<file path="src/rtl/muldiv_pkg.sv">
package muldiv_pkg;

   typedef enum logic [1:0] {
      OP_MUL_N = 2'b00,
      OP_MUL_W = 2'b01,
      OP_DIV_N = 2'b10,
      OP_DIV_W = 2'b11
   } md_op_e;

   function automatic logic op_is_div(md_op_e o);
      return o[1];
   endfunction

   function automatic logic op_is_wide(md_op_e o);
      return o[0];
   endfunction

endpackage

</file>
<file path="src/rtl/md_sequencer.sv">
module md_sequencer #(
   parameter int CW = 6
) (
   input  logic          clk,
   input  logic          rst_n,
   input  logic          accept,
   input  logic [CW-1:0] lat_m1,
   input  logic [CW-1:0] iters,
   output logic          busy,
   output logic          step_en,
   output logic          last
);

   logic [CW-1:0] cnt_r;
   logic [CW-1:0] itl_r;

   always_ff @(posedge clk or negedge rst_n) begin
      if (!rst_n) begin
         busy  <= 1'b0;
         cnt_r <= '0;
         itl_r <= '0;
      end else if (accept) begin
         busy  <= 1'b1;
         cnt_r <= lat_m1;
         itl_r <= iters;
      end else if (busy) begin
         if (itl_r != '0) itl_r <= itl_r - 1'b1;
         if (cnt_r == '0) busy <= 1'b0;
         else             cnt_r <= cnt_r - 1'b1;
      end
   end

   assign step_en = busy && (itl_r != '0);
   assign last    = busy && (cnt_r == '0);

   // every datapath iteration finishes no later than the final cycle
   p_iter_fit_r4: assert property (@(posedge clk) disable iff (!rst_n)
      last |-> (itl_r <= CW'(1)));

endmodule

</file>
<file path="src/rtl/md_mul_step.sv">
module md_mul_step #(
   parameter int PW    = 40,
   parameter int BW    = 16,
   parameter int MSTEP = 2
) (
   input  logic [PW-1:0] acc_i,
   input  logic [PW-1:0] mc_i,
   input  logic [BW-1:0] mp_i,
   output logic [PW-1:0] acc_o,
   output logic [PW-1:0] mc_o,
   output logic [BW-1:0] mp_o
);

   logic [PW-1:0] part;

   if (MSTEP == 2) begin : g_radix4
      logic [PW-1:0] mc_x3;
      assign mc_x3 = mc_i + (mc_i << 1);
      always_comb begin
         case (mp_i[1:0])
            2'd0:    part = '0;
            2'd1:    part = mc_i;
            2'd2:    part = mc_i << 1;
            default: part = mc_x3;
         endcase
      end
   end else begin : g_bitsum
      always_comb begin
         part = '0;
         for (int i = 0; i < MSTEP; i++) begin
            if (mp_i[i]) part = part + (mc_i << i);
         end
      end
   end

   assign acc_o = acc_i + part;
   assign mc_o  = mc_i << MSTEP;
   assign mp_o  = mp_i >> MSTEP;

endmodule

</file>
<file path="src/rtl/md_div_step.sv">
module md_div_step #(
   parameter int AW    = 24,
   parameter int BW    = 16,
   parameter int DSTEP = 2
) (
   input  logic [BW-1:0] rem_i,
   input  logic [AW-1:0] q_i,
   input  logic [BW-1:0] dsr_i,
   output logic [BW-1:0] rem_o,
   output logic [AW-1:0] q_o
);

   logic [BW-1:0] r_s [DSTEP+1];
   logic [AW-1:0] q_s [DSTEP+1];

   assign r_s[0] = rem_i;
   assign q_s[0] = q_i;

   for (genvar k = 0; k < DSTEP; k++) begin : g_stage
      logic [BW:0]   r_ext;
      logic          ge;
      logic [BW-1:0] diff;
      assign r_ext      = {r_s[k], q_s[k][AW-1]};
      assign ge         = r_ext >= {1'b0, dsr_i};
      assign diff       = r_ext[BW-1:0] - dsr_i;
      assign r_s[k+1]   = ge ? diff : r_ext[BW-1:0];
      assign q_s[k+1]   = {q_s[k][AW-2:0], ge};
   end

   assign rem_o = r_s[DSTEP];
   assign q_o   = q_s[DSTEP];

endmodule

</file>
<file path="src/rtl/muldiv_seq.sv">
module muldiv_seq
   import muldiv_pkg::*;
#(
   parameter int AW     = 24,
   parameter int BW     = 16,
   parameter int AN     = 16,
   parameter int BN     = 8,
   parameter int MSTEP  = 2,
   parameter int DSTEP  = 2,
   parameter int LAT_MN = 5,
   parameter int LAT_MW = 12,
   parameter int LAT_DN = 8,
   parameter int LAT_DW = 12
) (
   input  logic            clk,
   input  logic            rst_n,
   input  logic            start,
   input  logic [1:0]      op,
   input  logic [AW-1:0]   opa,
   input  logic [BW-1:0]   opb,
   output logic            busy,
   output logic            done,
   output logic [AW+BW-1:0] result,
   output logic [BW-1:0]   remainder,
   output logic            div_zero
);

   localparam int PW    = AW + BW;
   localparam int IT_MN = BN / MSTEP;
   localparam int IT_MW = BW / MSTEP;
   localparam int IT_DN = AN / DSTEP;
   localparam int IT_DW = AW / DSTEP;
   localparam int LSUM  = LAT_MN + LAT_MW + LAT_DN + LAT_DW;
   localparam int CW    = $clog2(LSUM + 2);
   localparam logic [AW-1:0] A_MASK_N = {AW{1'b1}} >> (AW - AN);
   localparam logic [BW-1:0] B_MASK_N = {BW{1'b1}} >> (BW - BN);

   // elaboration-time parameter checks
   if (AN > AW || BN > BW || BW > AW) begin : g_bad_width
      $error("muldiv_seq: narrow widths must not exceed wide widths, divisor not wider than dividend");
   end
   if ((BN % MSTEP) != 0 || (BW % MSTEP) != 0 || MSTEP < 1) begin : g_bad_mstep
      $error("muldiv_seq: multiplier widths must be multiples of MSTEP");
   end
   if ((AN % DSTEP) != 0 || (AW % DSTEP) != 0 || DSTEP < 1) begin : g_bad_dstep
      $error("muldiv_seq: dividend widths must be multiples of DSTEP");
   end
   if (LAT_MN < IT_MN || LAT_MW < IT_MW || LAT_DN < IT_DN || LAT_DW < IT_DW) begin : g_bad_lat
      $error("muldiv_seq: a latency is shorter than its iteration count");
   end

   md_op_e          op_in;
   logic            accept;
   logic            wide_in;
   logic [AW-1:0]   a_eff;
   logic [BW-1:0]   b_eff;
   logic [CW-1:0]   lat_m1;
   logic [CW-1:0]   iters;
   logic            step_en;
   logic            last;

   md_op_e          op_r;
   logic [PW-1:0]   acc_r, mc_r;
   logic [BW-1:0]   mp_r;
   logic [BW-1:0]   rem_r, dsr_r, dvd_r;
   logic [AW-1:0]   q_r;

   logic [PW-1:0]   acc_s, mc_s;
   logic [BW-1:0]   mp_s, rem_s;
   logic [AW-1:0]   q_s;

   logic [PW-1:0]   acc_f;
   logic [BW-1:0]   rem_f;
   logic [AW-1:0]   q_f;
   logic [PW-1:0]   res_fin;
   logic [BW-1:0]   rem_fin;
   logic            dz_fin;

   logic            done_q, dz_q;
   logic [PW-1:0]   result_q;
   logic [BW-1:0]   rem_q;

   assign op_in   = md_op_e'(op);
   assign wide_in = op_is_wide(op_in);
   assign a_eff   = wide_in ? opa : (opa & A_MASK_N);
   assign b_eff   = wide_in ? opb : (opb & B_MASK_N);
   assign accept  = start && !busy;

   always_comb begin
      case (op_in)
         OP_MUL_W: begin lat_m1 = CW'(LAT_MW - 1); iters = CW'(IT_MW); end
         OP_DIV_N: begin lat_m1 = CW'(LAT_DN - 1); iters = CW'(IT_DN); end
         OP_DIV_W: begin lat_m1 = CW'(LAT_DW - 1); iters = CW'(IT_DW); end
         default:  begin lat_m1 = CW'(LAT_MN - 1); iters = CW'(IT_MN); end
      endcase
   end

   md_sequencer #(.CW(CW)) u_seq (
      .clk     (clk),
      .rst_n   (rst_n),
      .accept  (accept),
      .lat_m1  (lat_m1),
      .iters   (iters),
      .busy    (busy),
      .step_en (step_en),
      .last    (last)
   );

   md_mul_step #(.PW(PW), .BW(BW), .MSTEP(MSTEP)) u_mul (
      .acc_i (acc_r),
      .mc_i  (mc_r),
      .mp_i  (mp_r),
      .acc_o (acc_s),
      .mc_o  (mc_s),
      .mp_o  (mp_s)
   );

   md_div_step #(.AW(AW), .BW(BW), .DSTEP(DSTEP)) u_div (
      .rem_i (rem_r),
      .q_i   (q_r),
      .dsr_i (dsr_r),
      .rem_o (rem_s),
      .q_o   (q_s)
   );

   // values after the current cycle's iteration, used at completion
   assign acc_f  = step_en ? acc_s : acc_r;
   assign rem_f  = step_en ? rem_s : rem_r;
   assign q_f    = step_en ? q_s   : q_r;
   assign dz_fin = op_is_div(op_r) && (dsr_r == '0);

   always_comb begin
      if (!op_is_div(op_r)) begin
         res_fin = acc_f;
         rem_fin = '0;
      end else if (dz_fin) begin
         res_fin = PW'(op_is_wide(op_r) ? {AW{1'b1}} : A_MASK_N);
         rem_fin = op_is_wide(op_r) ? dvd_r : (dvd_r & B_MASK_N);
      end else begin
         res_fin = PW'(op_is_wide(op_r) ? q_f : (q_f & A_MASK_N));
         rem_fin = rem_f;
      end
   end

   always_ff @(posedge clk or negedge rst_n) begin
      if (!rst_n) begin
         op_r     <= OP_MUL_N;
         acc_r    <= '0;
         mc_r     <= '0;
         mp_r     <= '0;
         rem_r    <= '0;
         dsr_r    <= '0;
         dvd_r    <= '0;
         q_r      <= '0;
         done_q   <= 1'b0;
         dz_q     <= 1'b0;
         result_q <= '0;
         rem_q    <= '0;
      end else begin
         done_q <= 1'b0;
         if (accept) begin
            op_r  <= op_in;
            acc_r <= '0;
            mc_r  <= PW'(a_eff);
            mp_r  <= b_eff;
            rem_r <= '0;
            dsr_r <= b_eff;
            dvd_r <= a_eff[BW-1:0];
            q_r   <= wide_in ? a_eff : (a_eff << (AW - AN));
         end else if (step_en) begin
            if (op_is_div(op_r)) begin
               rem_r <= rem_s;
               q_r   <= q_s;
            end else begin
               acc_r <= acc_s;
               mc_r  <= mc_s;
               mp_r  <= mp_s;
            end
         end
         if (last) begin
            done_q   <= 1'b1;
            result_q <= res_fin;
            rem_q    <= rem_fin;
            dz_q     <= dz_fin;
         end
      end
   end

   assign done      = done_q;
   assign result    = result_q;
   assign remainder = rem_q;
   assign div_zero  = dz_q;

   // cycle counter used only by the latency assertions
   logic [CW-1:0] chk_age;
   always_ff @(posedge clk or negedge rst_n) begin
      if (!rst_n)       chk_age <= '0;
      else if (accept)  chk_age <= '0;
      else if (busy)    chk_age <= chk_age + 1'b1;
   end

   p_lat_mn_r1: assert property (@(posedge clk) disable iff (!rst_n)
      (done && op_r == OP_MUL_N) |-> chk_age == CW'(LAT_MN));
   p_lat_mw_r2: assert property (@(posedge clk) disable iff (!rst_n)
      (done && op_r == OP_MUL_W) |-> chk_age == CW'(LAT_MW));
   p_lat_dn_r3: assert property (@(posedge clk) disable iff (!rst_n)
      (done && op_r == OP_DIV_N) |-> chk_age == CW'(LAT_DN));
   p_lat_dw_r4: assert property (@(posedge clk) disable iff (!rst_n)
      (done && op_r == OP_DIV_W) |-> chk_age == CW'(LAT_DW));
   p_rem_below_r3: assert property (@(posedge clk) disable iff (!rst_n)
      (busy && op_is_div(op_r) && dsr_r != '0) |-> rem_r < dsr_r);
   p_divz_quot_r6: assert property (@(posedge clk) disable iff (!rst_n)
      (done && div_zero) |-> (result == PW'(op_is_wide(op_r) ? {AW{1'b1}} : A_MASK_N)));
   p_done_pulse_r7: assert property (@(posedge clk) disable iff (!rst_n)
      done |=> !done);
   p_out_hold_r7: assert property (@(posedge clk) disable iff (!rst_n)
      !done |-> ($stable(result) && $stable(remainder) && $stable(div_zero)));
   p_hold_op_r8: assert property (@(posedge clk) disable iff (!rst_n)
      (busy && !last) |=> (busy && $stable(op_r)));
   p_mul_rem_r10: assert property (@(posedge clk) disable iff (!rst_n)
      (done && !op_is_div(op_r)) |-> (remainder == '0 && !div_zero));

endmodule

</file>
<file path="config.mk">
export PLATFORM = sky130hd
export DESIGN_NAME = muldiv_seq
export DESIGN_NICKNAME = d
export VERILOG_FILES = /design/src/rtl/muldiv_pkg.sv /design/src/rtl/md_sequencer.sv /design/src/rtl/md_mul_step.sv /design/src/rtl/md_div_step.sv /design/src/rtl/muldiv_seq.sv
export SDC_FILE = /design/constraint.sdc
export NUM_CORES = 1
export LEC_CHECK = 0
export BUFFER_PORTS_ARGS = -buffer_cell sky130_fd_sc_hd__buf_2
export CAP_MARGIN = 10
export CORE_MARGIN = 10
export CORE_UTILIZATION = 57
export CTS_CLUSTER_DIAMETER = 120
export CTS_CLUSTER_SIZE = 24
export DETAILED_ROUTE_END_ITERATION = 10
export PLACE_DENSITY = 0.78
export RECOVER_POWER = 25
export SYNTH_ARGS = -nofsm -noshare
export SYNTH_HDL_FRONTEND = slang
export SYNTH_HIERARCHICAL = 1
export SYNTH_SLANG_ARGS = --single-unit
</file>
<file path="constraint.sdc">
create_clock -name clk -period 5.7 [get_ports clk]
set_clock_uncertainty 0.1 [all_clocks]
set_input_delay 0 -clock clk [delete_from_list [all_inputs] [get_ports clk]]
set_output_delay 0 -clock clk [all_outputs]
set_load 0.005 [all_outputs]
</file>
==> results.toml, run 1 <==
[cells_and_area]
drive_gt1_frac = 0.145
final_nets = 2360
area_growth_pct = 9.52

[clock_network]
cts_made_buffers = 14
cts_tree = "yes"
clock_insertion_delay_worst_skew_ns = 0.52
clock-sinks = 241
cts-root-buf = "clkbuf_16"
h-tree-depth = 1
cts.clk_slew.worst_paths_ns = 0.11
clock_path_buffers = 3

[routing]
wl_per_cell_um = 20.5
drt-total-wl_um = 54000
firstDrtPassIters = 5
drc = 0
route.vias.total = 16600
drt-initial-drc-count = 1340
viasPerCell = 6.30
drtAntennaViolNets = 0

[floorplanning]
start_util = 0.582
die_y_um = 200
io-pin-count = 104
die_area_sq_um = 40100
die_width_um = 200
rows = 65
coreArea_sq_um = 31800

[timing]
setup_violations = 8
worst_pin_slew_ns = 2.95
hold_viol = 0
final.period_utilization = 1.01
worst_slack_ns = -0.0618
finalMaxSlewViolations = 114
fin_tns_setup_ns = -0.271
timing.fmax_mhz = 174
fin_crit_ns = 5.76
rsz0062_at_grt = "true"
slew_headroom = -0.969

[worst_setup_path]
path_class = "flop to flop"
critPathLaunchType = "flop"
required_ns = 6.01
end_kind = "flop"
worstPathMaxFanout = 7
cp.arrival_ns = 6.07

[yosys]
yosysUniqueCellTypes = 100
ys.flop_type = "dfrtp_1"
ys.warnings.count = 6
synth_edf_count = 0
ys_seq_elements = 241
yosysMostFrequentCell = "nand2_1"
yosys-top-cells-count = "nand2_1, dfrtp_1, a21oi_1"
synth_area_sq_um = 18500
synth_top_area_frac = 0.326
synth.avg_cell_area_sq_um = 8.65
synth_area_leaders = "dfrtp_1, ha_1, nand2_1, a21oi_1, mux2i_1"
async_reset_ff_frac = 1.00
synth_seq_area_share = 0.326
yosysTopAreaCell = "dfrtp_1"
syn_inst = 2140

[status]
status = "finished, violations left"
violations = "capacitance limit, slew limit, setup timing"

[run]
maxCapViolCount = 1

[grt]
grt_max_degree = 129
grt_pass1_vias = 16000
antenna_found_initial = 5
grt_overflow = 0
grt_first_pass_wirelength_um = 86100
grt.total_usage = 0.254

[min_path]
hp-class = "input port to flop"

[placement]
gp_congestion = 0.994
numPortBuffers = 103
hpwl_um = 37600
-- worst max-delay path: stages (launching register included) --
cell,delay (ns)
dfrtp_1,0.43
ha_4,0.25
nor2b_4,0.13
o31a_1,0.34
o41ai_4,0.39
a211oi_2,0.17
o31ai_4,0.33
buf_12,0.15
buf_6,0.10
nand2_2,0.04
o21ai_2,0.06
ha_1,0.27
nor2b_4,0.14
o31a_1,0.33
o311a_1,0.39
nor4_2,0.28
nor2_2,0.08
a41o_1,0.23
a211oi_4,0.33
buf_6,0.18
inv_8,0.06
mux2_4,0.30
mux2_4,0.27
a221o_1,0.32
-- cells by family after synthesis --
family          count (synthesis)  synth area share
other cells                     2          0.000406
compound gates                623             0.224
buf+inv                       242            0.0678
xor+xnor                       90            0.0426
fa+ha+maj                     127            0.0874
flops                         241             0.326
mux                           155            0.0899
simple gates                  660             0.162
-- cells in the final DEF (no fill, tap or decap), types with 47 or more instances in the layout --
cell           instances
nand2_1              365
dfrtp_1              238
a21oi_1              171
ha_1                 111
o21ai_0               95
mux2i_1               88
buf_2                 87
nor2_1                85
buf_4                 54
xnor2_1               53
mux2_2                51
dlygate4sd3_1         50
a21o_1                49
a31oi_1               47
-- final cells by class --
cell class,count,area [sq um]
repair buffers,214,1500
inverters,51,199
clock buffers,16,379
fillers,2585,11500
well taps,435,544
diodes,6,15.0
clock inverters,2,27.5
repair inverters,1,11.3
flip-flops and latches,241,6030
multi-input cells,1665,11600
-- registers in the layout (all words and copies together) (netlist names) --
register / flops
dsr_r: 16
dvd_r: 16
mc_r: 40
div_zero: 1
u_seq/itl_r: 6
rem_r: 16
remainder: 16
acc_r: 40
mp_r: 16
u_seq/cnt_r: 6
op_r: 2
u_seq/busy: 1
q_r: 24
result: 40
done: 1
-- worst paths after layout --
kind,from,to,slack [ns],cells past startpoint
setup / recovery,rem_r[0]$_DFFE_PN0P_,remainder[12]$_DFFE_PN0P_,-0.06,23
hold / removal,opb[7],dsr_r[7]$_DFFE_PN0P_,0.19,4
setup reg to reg,rem_r[0]$_DFFE_PN0P_,remainder[12]$_DFFE_PN0P_,-0.06,23
hold reg to reg,dvd_r[1]$_DFFE_PN0P_,dvd_r[1]$_DFFE_PN0P_,0.38,2
max in group asynchronous,rst_n,mc_r[1]$_DFFE_PN0P_,2.88,3
min in group asynchronous,rst_n,result[29]$_DFFE_PN0P_,0.87,2
-- per-layer routing --
layer / up-vias / wire length (um) / track usage
met5: - / 0 / 0
met4: 0 / 1770 / 0.0801
met3: 109 / 3640 / 0.0372
met2: 621 / 25500 / 0.414
met1: 8143 / 23000 / 0.339
li1: 7693 / - / -
-- through the flow --
step	setup slack, ns	hold slack, ns	util	cells	cell area (sq um)
4_1_cts	0.00303	0.107	0.624	2604	19900
5_1_grt	-0.252	0.204	0.638	2631	20300
3_3_place_gp	0.120	0.0419	0.596	2536	18900
3_5_place_dp	-0.0175	0.0450	0.596	2536	18900
6_report	-0.0618	0.187	0.638	2631	20300
2_1_floorplan	0.209	-0.396	-	2148	18500
-- timing repair --
| item | 4_1_cts | 5_1_grt |
|---|---|---|
| endpoints found under the hold margin | 214 | 0 |
| gates cloned | 0 | 1 |
| gates resized for setup | 3 | 74 |
| pin swaps | 0 | 31 |
| setup endpoints to repair | 18 | 36 |
| hold buffers | 50 | 0 |
| setup buffers | 0 | 21 |
Power of run 1 is not shown: default switching activity piles up to over one toggle a cycle in this logic, so the estimate is an artifact.
==> inputs of run 2 (changes only) <==
--- a/config.mk
+++ b/config.mk
@@ -6,7 +6,7 @@
 export NUM_CORES = 1
 export LEC_CHECK = 0
 export BUFFER_PORTS_ARGS = -buffer_cell sky130_fd_sc_hd__buf_2
-export CAP_MARGIN = 10
+export CAP_MARGIN = 40
 export CORE_MARGIN = 10
 export CORE_UTILIZATION = 57
 export CTS_CLUSTER_DIAMETER = 120
@@ -14,6 +14,7 @@
 export DETAILED_ROUTE_END_ITERATION = 10
 export PLACE_DENSITY = 0.78
 export RECOVER_POWER = 25
+export SKIP_LAST_GASP = 1
 export SYNTH_ARGS = -nofsm -noshare
 export SYNTH_HDL_FRONTEND = slang
 export SYNTH_HIERARCHICAL = 1
==> results.toml, run 2 (synthesized netlist as in run 1, its figures left out) <==
[worst_setup_path]
cp_cell_sequence = "inv_2, ha_4, nor2b_4, o31a_1, o41ai_4, a211oi_2, o31ai_4, buf_12, buf_4, o21ai_2, ha_1, nor2b_4, o31a_1, o311a_1, nor4_2, nor2_2, a41o_1, a211oi_4, buf_6, inv_8, mux2_4, mux2_4, a221o_1"
rrSetupSlack_ns = -0.12
required_ns = 6.00
slowest_stage = "dfrtp_1"
worstPathMaxFanout = 8
end_kind = "flop"
path_class = "flop to flop"
rr_endpoint = "remainder[13]$_DFFE_PN0P_"
r2r_cells = 23
worst_path_largest_cell_delay_ns = 0.43
r2r-start = "dsr_r[1]$_DFFE_PN0P_"
critPathLaunchType = "flop"
cp.arrival_ns = 6.12

[routing]
wl_per_cell_um = 20.6
drt-initial-drc-count = 1396
top_layer_used = "met4"
viasPerCell = 6.32
drt-total-wl_um = 54200
route.met3.wl_um = 3730
drtAntennaViolNets = 0
drc = 0
route.vias.total = 16700
firstDrtPassIters = 5
wl_met2_um = 25800
wl_met1_um = 23000

[floorplanning]
io-pin-count = 104
rows = 65
die_y_um = 200
start_util = 0.582
die_area_sq_um = 40100
coreArea_sq_um = 31800
die_width_um = 200

[status]
status = "finished, violations left"
violations = "capacitance limit, slew limit, setup timing"

[cells_and_area]
fin_cells = 2637
area_growth_pct = 10.5
final_nets = 2368
mostFrequentLayoutCells = "nand2_1, dfrtp_1, a21oi_1"
drive_gt1_frac = 0.148
final_common_cell = "nand2_1"

[timing]
finalMaxSlewViolations = 114
worst_pin_slew_ns = 2.91
rsz0062_at_grt = "true"
timing.fmax_mhz = 172
final.period_utilization = 1.02
worst_slack_ns = -0.120
slew_headroom = -0.938
fin_crit_ns = 5.82
hold_viol = 0
setup_violations = 15

[grt]
grt_first_pass_wirelength_um = 86300
antenna_found_initial = 3
grt_pass1_vias = 16000
grt_max_degree = 129
grt.total_usage = 0.255
grt_overflow = 0

[placement]
hpwl_um = 37700
gp_congestion = 0.994
place_inst = 2541
pre_cts_ws_ns = -0.0381
numPortBuffers = 103

[clock_network]
cts_made_buffers = 14
h-tree-depth = 1
cts_tree = "yes"
clock_path_buffers = 3
clock_insertion_delay_worst_skew_ns = 0.52
cts.clk_slew.worst_paths_ns = 0.11
clock-sinks = 241
cts-root-buf = "clkbuf_16"

[min_path]
min_to = "mp_r[4]$_DFFE_PN0P_"
hold_start = "opb[4]"
hp-class = "input port to flop"
whs_path_depth = 4

[run]
maxCapViolCount = 1
==> run 2: cell count changes in the layout (fill, tap and decap cells not counted), sizes merged <==
cell | before | now
dlygate4sd3 | 50 | 54
buf | 147 | 150
diode | 6 | 4
clkdlybuf4s15 | 0 | 1
clkinv | 3 | 4
inv | 51 | 50
==> run 2: area by class of cell <==
class                   instances  area, sq um
multi-input cells            1665        11600
fillers                      2592        11300
flip-flops and latches        241         6040
repair buffers                222         1640
well taps                     435          544
clock buffers                  16          379
inverters                      51          199
clock inverters                 2         32.5
repair inverters                1         11.3
diodes                          4         10.0
==> run 2: worst max-delay path: cells and delay by family (launching register included) <==
| family | cells | cell delay [ns] |
|---|---|---|
| buffers and inverters | 5 | 0.62 |
| muxes | 2 | 0.56 |
| adders and majority gates | 2 | 0.51 |
| and+or+nand+nor | 4 | 0.60 |
| AOI/OAI and AO/OA | 10 | 2.88 |
| DFF | 1 | 0.43 |
==> run 2: worst max-delay path by stage <==
stage                                    start                        end  slack, ns  cells past startpoint
after detailed placement   mc_r[1]$_DFFE_PN0P_     result[34]$_DFFE_PN0P_      -0.04                     26
final                     dsr_r[1]$_DFFE_PN0P_  remainder[13]$_DFFE_PN0P_      -0.12                     23
after global routing      dsr_r[1]$_DFFE_PN0P_  remainder[13]$_DFFE_PN0P_      -0.28                     24
after global placement     mc_r[1]$_DFFE_PN0P_     result[39]$_DFFE_PN0P_       0.12                     24
after floorplan           dsr_r[1]$_DFFE_PN0P_  remainder[11]$_DFFE_PN0P_       0.21                     23
after CTS                  mc_r[1]$_DFFE_PN0P_     result[34]$_DFFE_PN0P_      -0.02                     26
==> run 2: routing by layer <==
metal | track usage | up-vias
li1 | - | 7727
met1 | 0.339 | 8180
met2 | 0.417 | 666
met3 | 0.0371 | 104
met4 | 0.0837 | 0
met5 | 0 | -
==> run 2: per-stage QoR <==
stage | setup TNS (ns) | utilization | hold WS [ns] | cell area, sq um
2_1_floorplan | 0 | - | -0.396 | 18500
3_3_place_gp | 0 | 0.596 | 0.0419 | 18900
3_5_place_dp | -0.0679 | 0.599 | 0.0453 | 19000
4_1_cts | -0.0202 | 0.629 | 0.102 | 20000
5_1_grt | -3.83 | 0.643 | 0.227 | 20500
6_report | -1.21 | 0.643 | 0.206 | 20500
==> run 2: repair_timing <==
action | CTS | global route
setup buffers | 0 | 19
pin swaps | 0 | 34
endpoints found under the setup margin | 13 | 38
gates cloned | 0 | 1
gates resized for setup | 3 | 85
endpoints found under the hold margin | 214 | 0
hold buffers | 54 | 0
Power of run 2 is left out for the same reason.
==> inputs of run 3 (changes only) <==
--- a/config.mk
+++ b/config.mk
@@ -13,7 +13,6 @@
 export CTS_CLUSTER_SIZE = 24
 export DETAILED_ROUTE_END_ITERATION = 10
 export PLACE_DENSITY = 0.78
-export RECOVER_POWER = 25
 export SKIP_LAST_GASP = 1
 export SYNTH_ARGS = -nofsm -noshare
 export SYNTH_HDL_FRONTEND = slang
==> results.toml, run 3 (synthesized netlist as in run 1, its figures left out) <==
[timing]
final.period_utilization = 1.02
slew_headroom = 0.410
timing.fmax_mhz = 172
finalMaxSlewViolations = 0
setup_violations = 15
hold_viol = 0
rsz0062_at_grt = "true"
worst_slack_ns = -0.126
worst_pin_slew_ns = 0.885
fin_tns_setup_ns = -1.32
fin_crit_ns = 5.83

[routing]
top_layer_used = "met4"
drtAntennaViolNets = 0
drt-initial-drc-count = 1400
drt-total-wl_um = 54400
wl_met2_um = 25700
route.vias.total = 16700
route.met3.wl_um = 3600
viasPerCell = 6.35
firstDrtPassIters = 7
wl_per_cell_um = 20.6
drc = 0
wl_met1_um = 23100

[floorplanning]
die_y_um = 200
coreArea_sq_um = 31800
die_width_um = 200
start_util = 0.582
io-pin-count = 104
die_area_sq_um = 40100
rows = 65

[placement]
place_area_sq_um = 19000
gp_congestion = 0.994
hpwl_um = 37700
numPortBuffers = 103

[worst_setup_path]
path_class = "flop to flop"
rr_endpoint = "remainder[13]$_DFFE_PN0P_"
required_ns = 6.01
worstPathMaxFanout = 8
critPathLaunch = "dsr_r[1]$_DFFE_PN0P_"
critPathLaunchType = "flop"
r2r-start = "dsr_r[1]$_DFFE_PN0P_"
cp.arrival_ns = 6.13
rrSetupSlack_ns = -0.13
crit_end = "remainder[13]$_DFFE_PN0P_"
end_kind = "flop"
r2r_cells = 23

[cells_and_area]
drive_gt1_frac = 0.156
post-route-cell-area_sq_um = 20500
mostFrequentLayoutCells = "nand2_1, dfrtp_1, a21oi_1"
final_common_cell = "nand2_1"
final_nets = 2368
area_growth_pct = 10.6
fillers = 2585

[status]
status = "finished, violations left"
violations = "setup timing"

[grt]
grt.total_usage = 0.255
grt_first_pass_wirelength_um = 86300
antenna_found_initial = 3
grt_max_degree = 129
grt_pass1_vias = 16000
grt_overflow = 0

[min_path]
hp-class = "input port to asynchronous set/reset pin"

[clock_network]
clock_insertion_delay_worst_skew_ns = 0.52
cts_tree = "yes"
cts.clk_slew.worst_paths_ns = 0.11
cts_made_buffers = 14
h-tree-depth = 1
cts-root-buf = "clkbuf_16"
clock_path_buffers = 3
clock-sinks = 241

[run]
maxCapViolCount = 0
run 3: area by class of cell:
type                       instances  area [sq um]  area share
timing repair inverter             1          11.3    0.000550
clock buffer                      16           379      0.0185
antenna                            4          10.0    0.000489
multi-input combinational       1665         11600       0.566
inverter                          51           199     0.00971
timing repair buffer             222          1670      0.0815
tap                              435           544      0.0266
clock inverter                     2          32.5     0.00159
sequential                       241          6040       0.295
run 3: metal layers:
layer,track usage,up-vias
met5,0,-
met4,0.0837,0
met3,0.0371,125
li1,-,7735
met2,0.417,668
met1,0.339,8208
run 3: critical path, stage by stage, from the launching register on:
cell	delay (ns)
dfrtp_1	0.43
inv_2	0.09
ha_4	0.19
nor2b_4	0.12
o31a_1	0.34
o41ai_4	0.39
a211oi_2	0.17
o31ai_4	0.33
buf_12	0.16
buf_4	0.12
o21ai_2	0.06
ha_1	0.32
nor2b_4	0.14
o31a_1	0.32
o311a_1	0.39
nor4_2	0.26
nor2_2	0.08
a41o_1	0.23
a211oi_4	0.34
buf_6	0.18
inv_8	0.06
mux2_4	0.30
mux2_4	0.26
a221o_1	0.32
run 3: per-stage QoR:
stage                     std cells  utilization  hold WS (ns)  setup WS [ns]
after global routing           2636        0.644         0.155         -0.280
final                          2637        0.644        0.0702         -0.126
after global placement         2536        0.596        0.0419          0.120
after detailed placement       2541        0.599        0.0453        -0.0381
after floorplan                2148            -        -0.396          0.209
after CTS                      2613        0.629         0.102        -0.0202
run 3: what timing repair did:
| action | in CTS | in global routing |
|---|---|---|
| endpoints found under the setup margin | 13 | 38 |
| buffers inserted | 0 | 19 |
| hold buffers | 54 | 0 |
| cloned | 0 | 1 |
| gates resized for setup | 3 | 85 |
| endpoints found under the hold margin | 214 | 0 |
| pin swaps | 0 | 34 |
run 3: worst min path at each step:
stage               slack [ns]                      to
finish                    0.07  result[33]$_DFFE_PN0P_
global route              0.15  result[29]$_DFFE_PN0P_
CTS                       0.10  result[26]$_DFFE_PN0P_
detailed placement        0.05  result[29]$_DFFE_PN0P_
global placement          0.04  result[33]$_DFFE_PN0P_
floorplan                -0.40    acc_r[0]$_DFFE_PN0P_
Power of run 3 is left out for the same reason.
